[config.mk]
export PLATFORM = sky130hd
export DESIGN_NAME = uart_hw_flow_ctrl
export DESIGN_NICKNAME = d
export VERILOG_FILES = /design/src/rtl/hwfc_pkg.sv /design/src/rtl/fc_thr_reg.sv /design/src/rtl/fc_rts_ctrl.sv /design/src/rtl/fc_cts_gate.sv /design/src/rtl/fc_sticky_flag.sv /design/src/rtl/uart_hw_flow_ctrl.sv
export SDC_FILE = /design/constraint.sdc
export NUM_CORES = 1
export LEC_CHECK = 0
export ABC_AREA = 1
export BUFFER_PORTS_ARGS = -buffer_cell sky130_fd_sc_hd__clkbuf_2
export CAP_MARGIN = 20
export CORE_AREA = 3 3 42 48
export DETAILED_ROUTE_END_ITERATION = 16
export DIE_AREA = 0 0 45 51
export PLACE_DENSITY_LB_ADDON = 0.1
export SLEW_MARGIN = 20
export SYNTH_ARGS = -nofsm -noshare
export SYNTH_HDL_FRONTEND = slang
export SYNTH_SLANG_ARGS = --single-unit
[constraint.sdc]
create_clock -name clk -period 1.7 [get_ports clk]
set_input_delay 0.34 -clock clk [delete_from_list [all_inputs] [get_ports clk]]
set_output_delay 0.34 -clock clk [all_outputs]
set_load 0.005 [all_outputs]
[src/rtl/hwfc_pkg.sv]
package hwfc_pkg;

    localparam int FIELD_W  = 4;
    localparam int SCALE_SH = 2;
    localparam int SCALED_W = FIELD_W + SCALE_SH;

    typedef struct packed {
        logic [FIELD_W-1:0] resume;
        logic [FIELD_W-1:0] halt;
    } fc_thr_t;

    localparam fc_thr_t THR_RESET = '{resume: 4'h0, halt: 4'hF};

    typedef enum logic {
        RTS_ASSERTED   = 1'b0,
        RTS_DEASSERTED = 1'b1
    } rts_state_e;

    function automatic logic [SCALED_W-1:0] fc_scale(input logic [FIELD_W-1:0] f);
        return {f, {SCALE_SH{1'b0}}};
    endfunction

endpackage

[src/rtl/fc_thr_reg.sv]
module fc_thr_reg
    import hwfc_pkg::*;
(
    input  logic    clk,
    input  logic    rst,
    input  logic    unlock,
    input  logic    wr,
    input  fc_thr_t wdata,
    output fc_thr_t thr
);

    always_ff @(posedge clk) begin
        if (rst) begin
            thr <= THR_RESET;
        end else if (wr && unlock) begin
            thr <= wdata;
        end
    end

    assert_locked_write_R10: assert property (@(posedge clk) disable iff (rst)
        (wr && !unlock) |=> $stable(thr));

endmodule

[src/rtl/fc_rts_ctrl.sv]
module fc_rts_ctrl
    import hwfc_pkg::*;
#(
    parameter int LEVEL_W = 7
) (
    input  logic               clk,
    input  logic               rst,
    input  logic               enable,
    input  fc_thr_t            thr,
    input  logic [LEVEL_W-1:0] level,
    output logic               rts_n,
    output logic               rts_rise
);

    localparam int CMP_W = (LEVEL_W > SCALED_W) ? LEVEL_W : SCALED_W;

    logic [CMP_W-1:0] lvl_x, halt_x, resume_x;
    rts_state_e       state_q, state_d;

    assign lvl_x    = CMP_W'(level);
    assign halt_x   = CMP_W'(fc_scale(thr.halt));
    assign resume_x = CMP_W'(fc_scale(thr.resume));

    always_comb begin
        state_d = state_q;
        if (!enable) begin
            state_d = RTS_ASSERTED;
        end else if (lvl_x >= halt_x) begin
            state_d = RTS_DEASSERTED;
        end else if (lvl_x <= resume_x) begin
            state_d = RTS_ASSERTED;
        end
    end

    always_ff @(posedge clk) begin
        if (rst) begin
            state_q <= RTS_ASSERTED;
        end else begin
            state_q <= state_d;
        end
    end

    assign rts_n    = (state_q == RTS_DEASSERTED);
    assign rts_rise = (state_d == RTS_DEASSERTED) && (state_q == RTS_ASSERTED);

    assert_halt_reached_R2: assert property (@(posedge clk) disable iff (rst)
        (enable && lvl_x >= halt_x) |=> rts_n);

    assert_resume_reached_R3: assert property (@(posedge clk) disable iff (rst)
        (enable && lvl_x <= resume_x && lvl_x < halt_x) |=> !rts_n);

    assert_band_hold_R3: assert property (@(posedge clk) disable iff (rst)
        (enable && lvl_x > resume_x && lvl_x < halt_x) |=> $stable(rts_n));

    assert_disabled_low_R4: assert property (@(posedge clk) disable iff (rst)
        !enable |=> !rts_n);

endmodule

[src/rtl/fc_cts_gate.sv]
module fc_cts_gate #(
    parameter int SYNC_STAGES = 2
) (
    input  logic clk,
    input  logic rst,
    input  logic enable,
    input  logic cts_n_pin,
    input  logic start_req,
    output logic start_ok,
    output logic cts_rise
);

    logic [SYNC_STAGES-1:0] sync_q;
    logic                   cts_hi;

    generate
        if (SYNC_STAGES < 2) begin : g_bad_depth
            initial $error("fc_cts_gate needs at least two synchronizer stages");
        end
    endgenerate

    always_ff @(posedge clk) begin
        if (rst) begin
            sync_q <= '0;
        end else begin
            sync_q <= {sync_q[SYNC_STAGES-2:0], cts_n_pin};
        end
    end

    assign cts_hi   = sync_q[SYNC_STAGES-1];
    assign cts_rise = sync_q[SYNC_STAGES-2] && !cts_hi;
    assign start_ok = start_req && !(enable && cts_hi);

    assert_gate_blocks_R5: assert property (@(posedge clk) disable iff (rst)
        (enable && cts_hi) |-> !start_ok);

    assert_no_spurious_start_R5: assert property (@(posedge clk) disable iff (rst)
        start_ok |-> start_req);

    assert_rise_lands_R6: assert property (@(posedge clk) disable iff (rst)
        cts_rise |=> cts_hi);

endmodule

[src/rtl/fc_sticky_flag.sv]
module fc_sticky_flag (
    input  logic clk,
    input  logic rst,
    input  logic set,
    input  logic ack,
    output logic flag
);

    always_ff @(posedge clk) begin
        if (rst) begin
            flag <= 1'b0;
        end else if (set) begin
            flag <= 1'b1;
        end else if (ack) begin
            flag <= 1'b0;
        end
    end

    assert_ack_clears_R9: assert property (@(posedge clk) disable iff (rst)
        (ack && !set) |=> !flag);

    assert_set_wins_R9: assert property (@(posedge clk) disable iff (rst)
        set |=> flag);

endmodule

[src/rtl/uart_hw_flow_ctrl.sv]
module uart_hw_flow_ctrl
    import hwfc_pkg::*;
#(
    parameter int LEVEL_W     = 7,
    parameter int SYNC_STAGES = 2
) (
    input  logic               clk,
    input  logic               rst,
    input  logic               feat_unlock_i,
    input  logic               rts_auto_en_i,
    input  logic               cts_auto_en_i,
    input  logic               thr_wr_i,
    input  logic [7:0]         thr_wdata_i,
    input  logic [LEVEL_W-1:0] rx_level_i,
    input  logic               cts_n_i,
    input  logic               tx_start_req_i,
    input  logic               flag_ack_i,
    output logic               tx_start_ok_o,
    output logic               rts_n_o,
    output logic               rts_deassert_flag_o,
    output logic               cts_deassert_flag_o
);

    fc_thr_t thr;
    logic    rts_rise, cts_rise;

    fc_thr_reg u_thr (
        .clk    (clk),
        .rst    (rst),
        .unlock (feat_unlock_i),
        .wr     (thr_wr_i),
        .wdata  (fc_thr_t'(thr_wdata_i)),
        .thr    (thr)
    );

    fc_rts_ctrl #(.LEVEL_W(LEVEL_W)) u_rts (
        .clk      (clk),
        .rst      (rst),
        .enable   (rts_auto_en_i),
        .thr      (thr),
        .level    (rx_level_i),
        .rts_n    (rts_n_o),
        .rts_rise (rts_rise)
    );

    fc_cts_gate #(.SYNC_STAGES(SYNC_STAGES)) u_cts (
        .clk       (clk),
        .rst       (rst),
        .enable    (cts_auto_en_i),
        .cts_n_pin (cts_n_i),
        .start_req (tx_start_req_i),
        .start_ok  (tx_start_ok_o),
        .cts_rise  (cts_rise)
    );

    fc_sticky_flag u_rts_flag (
        .clk  (clk),
        .rst  (rst),
        .set  (rts_rise),
        .ack  (flag_ack_i),
        .flag (rts_deassert_flag_o)
    );

    fc_sticky_flag u_cts_flag (
        .clk  (clk),
        .rst  (rst),
        .set  (cts_rise),
        .ack  (flag_ack_i),
        .flag (cts_deassert_flag_o)
    );

    assert_rts_edge_flag_R7: assert property (@(posedge clk) disable iff (rst)
        $rose(rts_n_o) |-> rts_deassert_flag_o);

endmodule

After elaboration in Yosys (flattened, before gate mapping)
Cells that the tools add are included.
{ "word_totals": {"regBits": 13, "out_inout_bits": 4} }
{ "classes": {"order_cmp": 2, "n_mux": 6, "n_bitwise": 1, "reduce_logical": 9} }
{ "ops": {"columns": ["cell", "count"], "rows": [
  ["greater-or-equal comparator 7 x 6 -> 1 bit", 1],
  ["<= comparator 7 x 6 -> 1 bit", 1],
  ["2-to-1 mux 1 bit", 6],
  ["logical AND 1 bit", 5],
  ["nonzero test 2 bit", 2],
  ["zero test 1 bit", 2],
  ["NOT 1 bit", 1]
]} }

Logic depth before layout (Yosys ltp)
{ "depth": {"word_depth": 6, "mapped_depth": 11, "depth_no_buf": 11} }

Modules after synthesis
Synthesis repeated with hierarchy kept, for this count alone.
{ "unflattened": {"hier_cells": 114, "hier_area_um2": 753.2} }
{ "by_module_without_submodules": {"columns": ["module", "instances", "cells_each", "area_each_um2", "seq_area_each_um2"], "rows": [
  ["fc_thr_reg", 1, 43, 311.5, 160.2],
  ["fc_rts_ctrl", 1, 52, 290.3, 20.0],
  ["fc_sticky_flag", 2, 5, 40.0, 20.0],
  ["fc_cts_gate", 1, 9, 71.3, 40.0]
]} }

Worst setup path after synthesis
Ideal clock, no wire load.
{ "synth_timing": {"path_type": "input port to flip-flop", "from": "input port rx_level_i[5]", "to": "register u_rts_flag.flag", "setup_time_ns": 0.113, "t_arrival_ns": 1.129, "setup_slack_ns": 0.458, "cell_stages": 9, "path_buffers": 0, "cell_sequence": "ha_1 -> nand2_1 -> nor2_1 -> nor2_1 -> nand2_1 -> nand2_1 -> nand2_2 -> nand3_1 -> nand2_1"} }
{ "synth_between": {"elab_chain_cells": 6, "word_cells_on_any_way": 8, "cone_classes": "order compare (2); mux (4); reduce/logical (2)"} }
{ "synth_lines": {"columns": ["item", "line", "source"], "rows": [
  ["from (decl)", "uart_hw_flow_ctrl.sv:14", "input logic [LEVEL_W-1:0] rx_level_i,"],
  ["<= comparator 7 x 6 -> 1 bit", "fc_rts_ctrl.sv:30", "end else if (lvl_x <= resume_x) begin"],
  ["2-to-1 mux 1 bit", "fc_rts_ctrl.sv:30", null],
  ["2-to-1 mux 1 bit (*)", "fc_rts_ctrl.sv:28", "end else if (lvl_x >= halt_x) begin"],
  ["2-to-1 mux 1 bit (*)", "fc_rts_ctrl.sv:26", "if (!enable) begin"],
  ["logical AND 1 bit (*)", "fc_rts_ctrl.sv:44", "assign rts_rise = (state_d == RTS_DEASSERTED) && (state_q == RTS_ASSERTED);"],
  ["2-to-1 mux 1 bit or nonzero test 2 bit (tied branches)", null, null],
  ["to (signal assigned)", "fc_sticky_flag.sv:11", "flag <= 1'b0;"],
  ["to (signal assigned)", "fc_sticky_flag.sv:13", "flag <= 1'b1;"],
  ["to (signal assigned)", "fc_sticky_flag.sv:15", "flag <= 1'b0;"],
  ["to (decl)", "fc_sticky_flag.sv:6", "output logic flag"]
]} }
Every way passes the cells marked *; elsewhere a longest branch is shown, timed or not.
A chain may end at the register's enable or synchronous reset.

Final worst setup path
{ "layout_timing": {"from": "register u_thr.thr[2] (netlist name)", "to": "register u_rts_flag.flag"} }
{ "layout_between": {"elab_chain_cells": 5, "word_cells_on_any_way": 6, "cone_classes": "order compare (1); mux (3); reduce/logical (2)"} }
{ "layout_lines": {"columns": ["item", "line"], "rows": [
  ["greater-or-equal comparator 7 x 6 -> 1 bit (*)", "fc_rts_ctrl.sv:28"],
  ["2-to-1 mux 1 bit (*)", "fc_rts_ctrl.sv:28"],
  ["2-to-1 mux 1 bit (*)", "fc_rts_ctrl.sv:26"],
  ["logical AND 1 bit (*)", "fc_rts_ctrl.sv:44"],
  ["2-to-1 mux 1 bit or nonzero test 2 bit (tied branches)", null]
]} }
Marks and branches as above.

==> run metrics <==
run status=complete, no violations; Worst-Skew Late Latency=around 0.27 ns; worst-path fanout max=2; syn_area_per_cell=7.188 µm²; worst reg2reg path depth=10; Post-Synth XOR/XNOR Area=0; largest family of logic cells by synthesized area=simple AND/OR/NAND/NOR gates; Mapped Cells=98; Non-Filler Instances=about 150; Initial Util=0.4468; Pwr Density=736.9 nW/µm²; Seq/Total Area, Yosys=0.3694; Die Span Y=approximately 50 µm; Ys Warns=0; number of core rows=15; DP Cell Count=between 100 and 150; Vias/cell=around 4.5; min-delay src=cts_n_i; number of global-route vias before repair=between 500 and 600; RSZ-0062 raised after global routing=no; Max Cap Violations=0; FF-to-FF setup slack=~0.39 ns; # nets final=between 150 and 200; Critical path origin=u_thr.thr[2]$_SDFFE_PP1P_; number of distinct library cells after synthesis=15; Slew Limit Headroom=0.8360; kind of end point of the critical path=register; GRT Overall Usage=0.1308; Critical path buffers and inverters=2; worst hold path type=input port to register; antenna viol nets, final=0; port bufs=27; Mapped Area=704.4 µm²; commonest non-fill, non-tap cell in the layout=clkbuf_2; clk sink count=13; Setup Buffers After CTS=0; synthesis-to-finish area growth=25.93%; die width=roughly 45 µm; Final Hold Viols=0; crit-path most repeated cell=nand2_1; core area=1577 µm²; setup_tns=0 ns; leakage power=0.5076 nW; clock root buffer=clkbuf_4; Placer Congestion=roughly 0.74; WP depth=10; slowest stage delay, CP=about 0.31 ns; WL/cell=just under 10 µm; Synth Register Bits=13; maximum VDD drop=~0.43 mV; I/O Pins=28; Clock Pin Slew Worst Setup and Hold Paths=roughly 0.080 ns; grt total ovfl=0; FF-to-FF End=u_rts_flag.flag$_SDFFE_PP0P_; 1st-iter DRT viols=4; clk buf depth=2; Num CTS Buffers=3; Least-Margin Pin Slew=around 0.25 ns; hold depth=3; Worst Path Required=about 1.9 ns; Mapped Nets=130; Filler cells=170; initial antenna violation count=0; largest net degree at the start of global routing=11; WHS=0.2473 ns; Hold Path End=u_cts.sync_q[0]$_SDFF_PP0_; Cell Chain, Critical Path=inv_1 > ha_1 > nand2_1 > inv_1 > nand3b_1 > nand2_1 > nor2_1 > nand2_2 > nand3_1 > nand2_1; CP Launch Type=register; share of layout cells above drive strength 1=0.2713; most frequent cells in the layout=clkbuf_2, nand2_1, inv_1; adder-cell share of the synthesized area=0.1421; Crit path max-delay family=simple AND/OR/NAND/NOR gates; CP Data Arrival Time=between 1 and 1.5 ns; CTS HTree Levels=1; FF/Latch Area=about 260 µm²; Placed Area=approximately 860 µm²; Final period util=0.7721; global-route wire length before repair=2.242 mm; Slowest-stage cell, CP=dfxtp_1; Die Footprint=approximately 2300 µm²; # hold bufs at CTS=0; Synth Area in Compound Gates=0.1048; Worst Skew=~0.0074 ns; post_cts resized=0; Post-Synth Simple-Gate Area=0.2771; Final HPWL DP=~1.2 mm; TritonRoute pass-1 iters=4; final core utilization=0.5627; CTS tree=built; clock period minus worst slack=1.313 ns; Slew Limit Fails=0; final WL=~1.4 mm; highest clock rate=761.9 MHz; design area=roughly 890 µm²; # setup viols final=0; mux cell area share after synthesis=0; kind of critical path=register to register; Reg2Reg Launch Point=u_thr.thr[2]$_SDFFE_PP1P_; Vias=between 600 and 700; multi-input logic area=about 370 µm²; # DRC=0; Ant. Diodes=0
-- per-layer routing --
layer / share of wire / GRT usage / routed length [µm] / up-vias
met2: 0.47 / 0.2052 / 657 / 15
met3: 0.052 / 0.03169 / 73 / 2
met4: 0.0042 / 0.05854 / 6 / 0
met1: 0.48 / 0.1652 / 674 / 274
met5: 0 / 0 / 0 / -
li1: - / - / - / 369
-- worst max-delay path by stage --
| stage | slack [ns] | end |
|---|---|---|
| after floorplan | 0.46 | u_rts_flag.flag$_SDFFE_PP0P_ |
| after global placement | 0.30 | u_rts_flag.flag$_SDFFE_PP0P_ |
| after detailed placement | 0.27 | u_rts_flag.flag$_SDFFE_PP0P_ |
| after CTS | 0.38 | u_rts_flag.flag$_SDFFE_PP0P_ |
| after global routing | 0.26 | u_rts_flag.flag$_SDFFE_PP0P_ |
| final | 0.39 | u_rts_flag.flag$_SDFFE_PP0P_ |
-- per-stage QoR --
step                worst slack (ns)  power, mW
floorplan                     0.4576     0.4188
finish                        0.3875     0.6537
global placement              0.3014     0.4700
global route                  0.2574     0.7041
CTS                           0.3785     0.6617
detailed placement            0.2668     0.4741
-- worst register-to-register path, cell delays in order (launching register included) --
cell      delay (ns)
dfxtp_1         0.31
inv_1           0.05
ha_1            0.29
nand2_1         0.07
inv_1           0.05
nand3b_1        0.08
nand2_1         0.05
nor2_1          0.13
nand2_2         0.08
nand3_1         0.07
nand2_1         0.04
-- kinds of logic after synthesis --
group | after synthesis
simple gates | 45
buf+inv | 20
flops | 13
compound gates | 12
fa+ha+maj | 8
-- cell usage after synthesis --
master	number	area, µm²
nand2_1	22	82.58
inv_1	19	71.32
dfxtp_1	13	260.3
nor2_1	12	45.04
ha_1	8	100.1
nand3_1	4	20.02
o21ai_0	4	20.02
a21oi_1	3	15.01
nand3b_1	3	22.52
o211ai_1	3	22.52
nand2_2	2	12.51
nor2_2	2	12.51
a21boi_0	1	7.510
inv_2	1	3.750
o32ai_1	1	8.760
-- report_power, final --
group	switching (mW)	internal, mW	total, mW
sequential	0.00699	0.324	0.331
clock	0.0967	0.0908	0.188
combinational	0.0723	0.0627	0.135
total	0.176	0.478	0.654
-- flip-flops by register name, indices dropped and copies added, names as in the netlist --
| signal | count |
|---|---|
| u_cts_flag.flag | 1 |
| u_rts.rts_n | 1 |
| u_thr.thr | 8 |
| u_rts_flag.flag | 1 |
| u_cts.sync_q | 2 |
-- layout make-up --
type	instances	area share
Multi-Input combinational cell	65	0.4161
Sequential cell	13	0.2934
Timing Repair Buffer	27	0.1523
Inverter	20	0.08463
Clock buffer	4	0.02962
Tap cell	17	0.02398
Note: power is estimated with default switching activity, not from simulation.
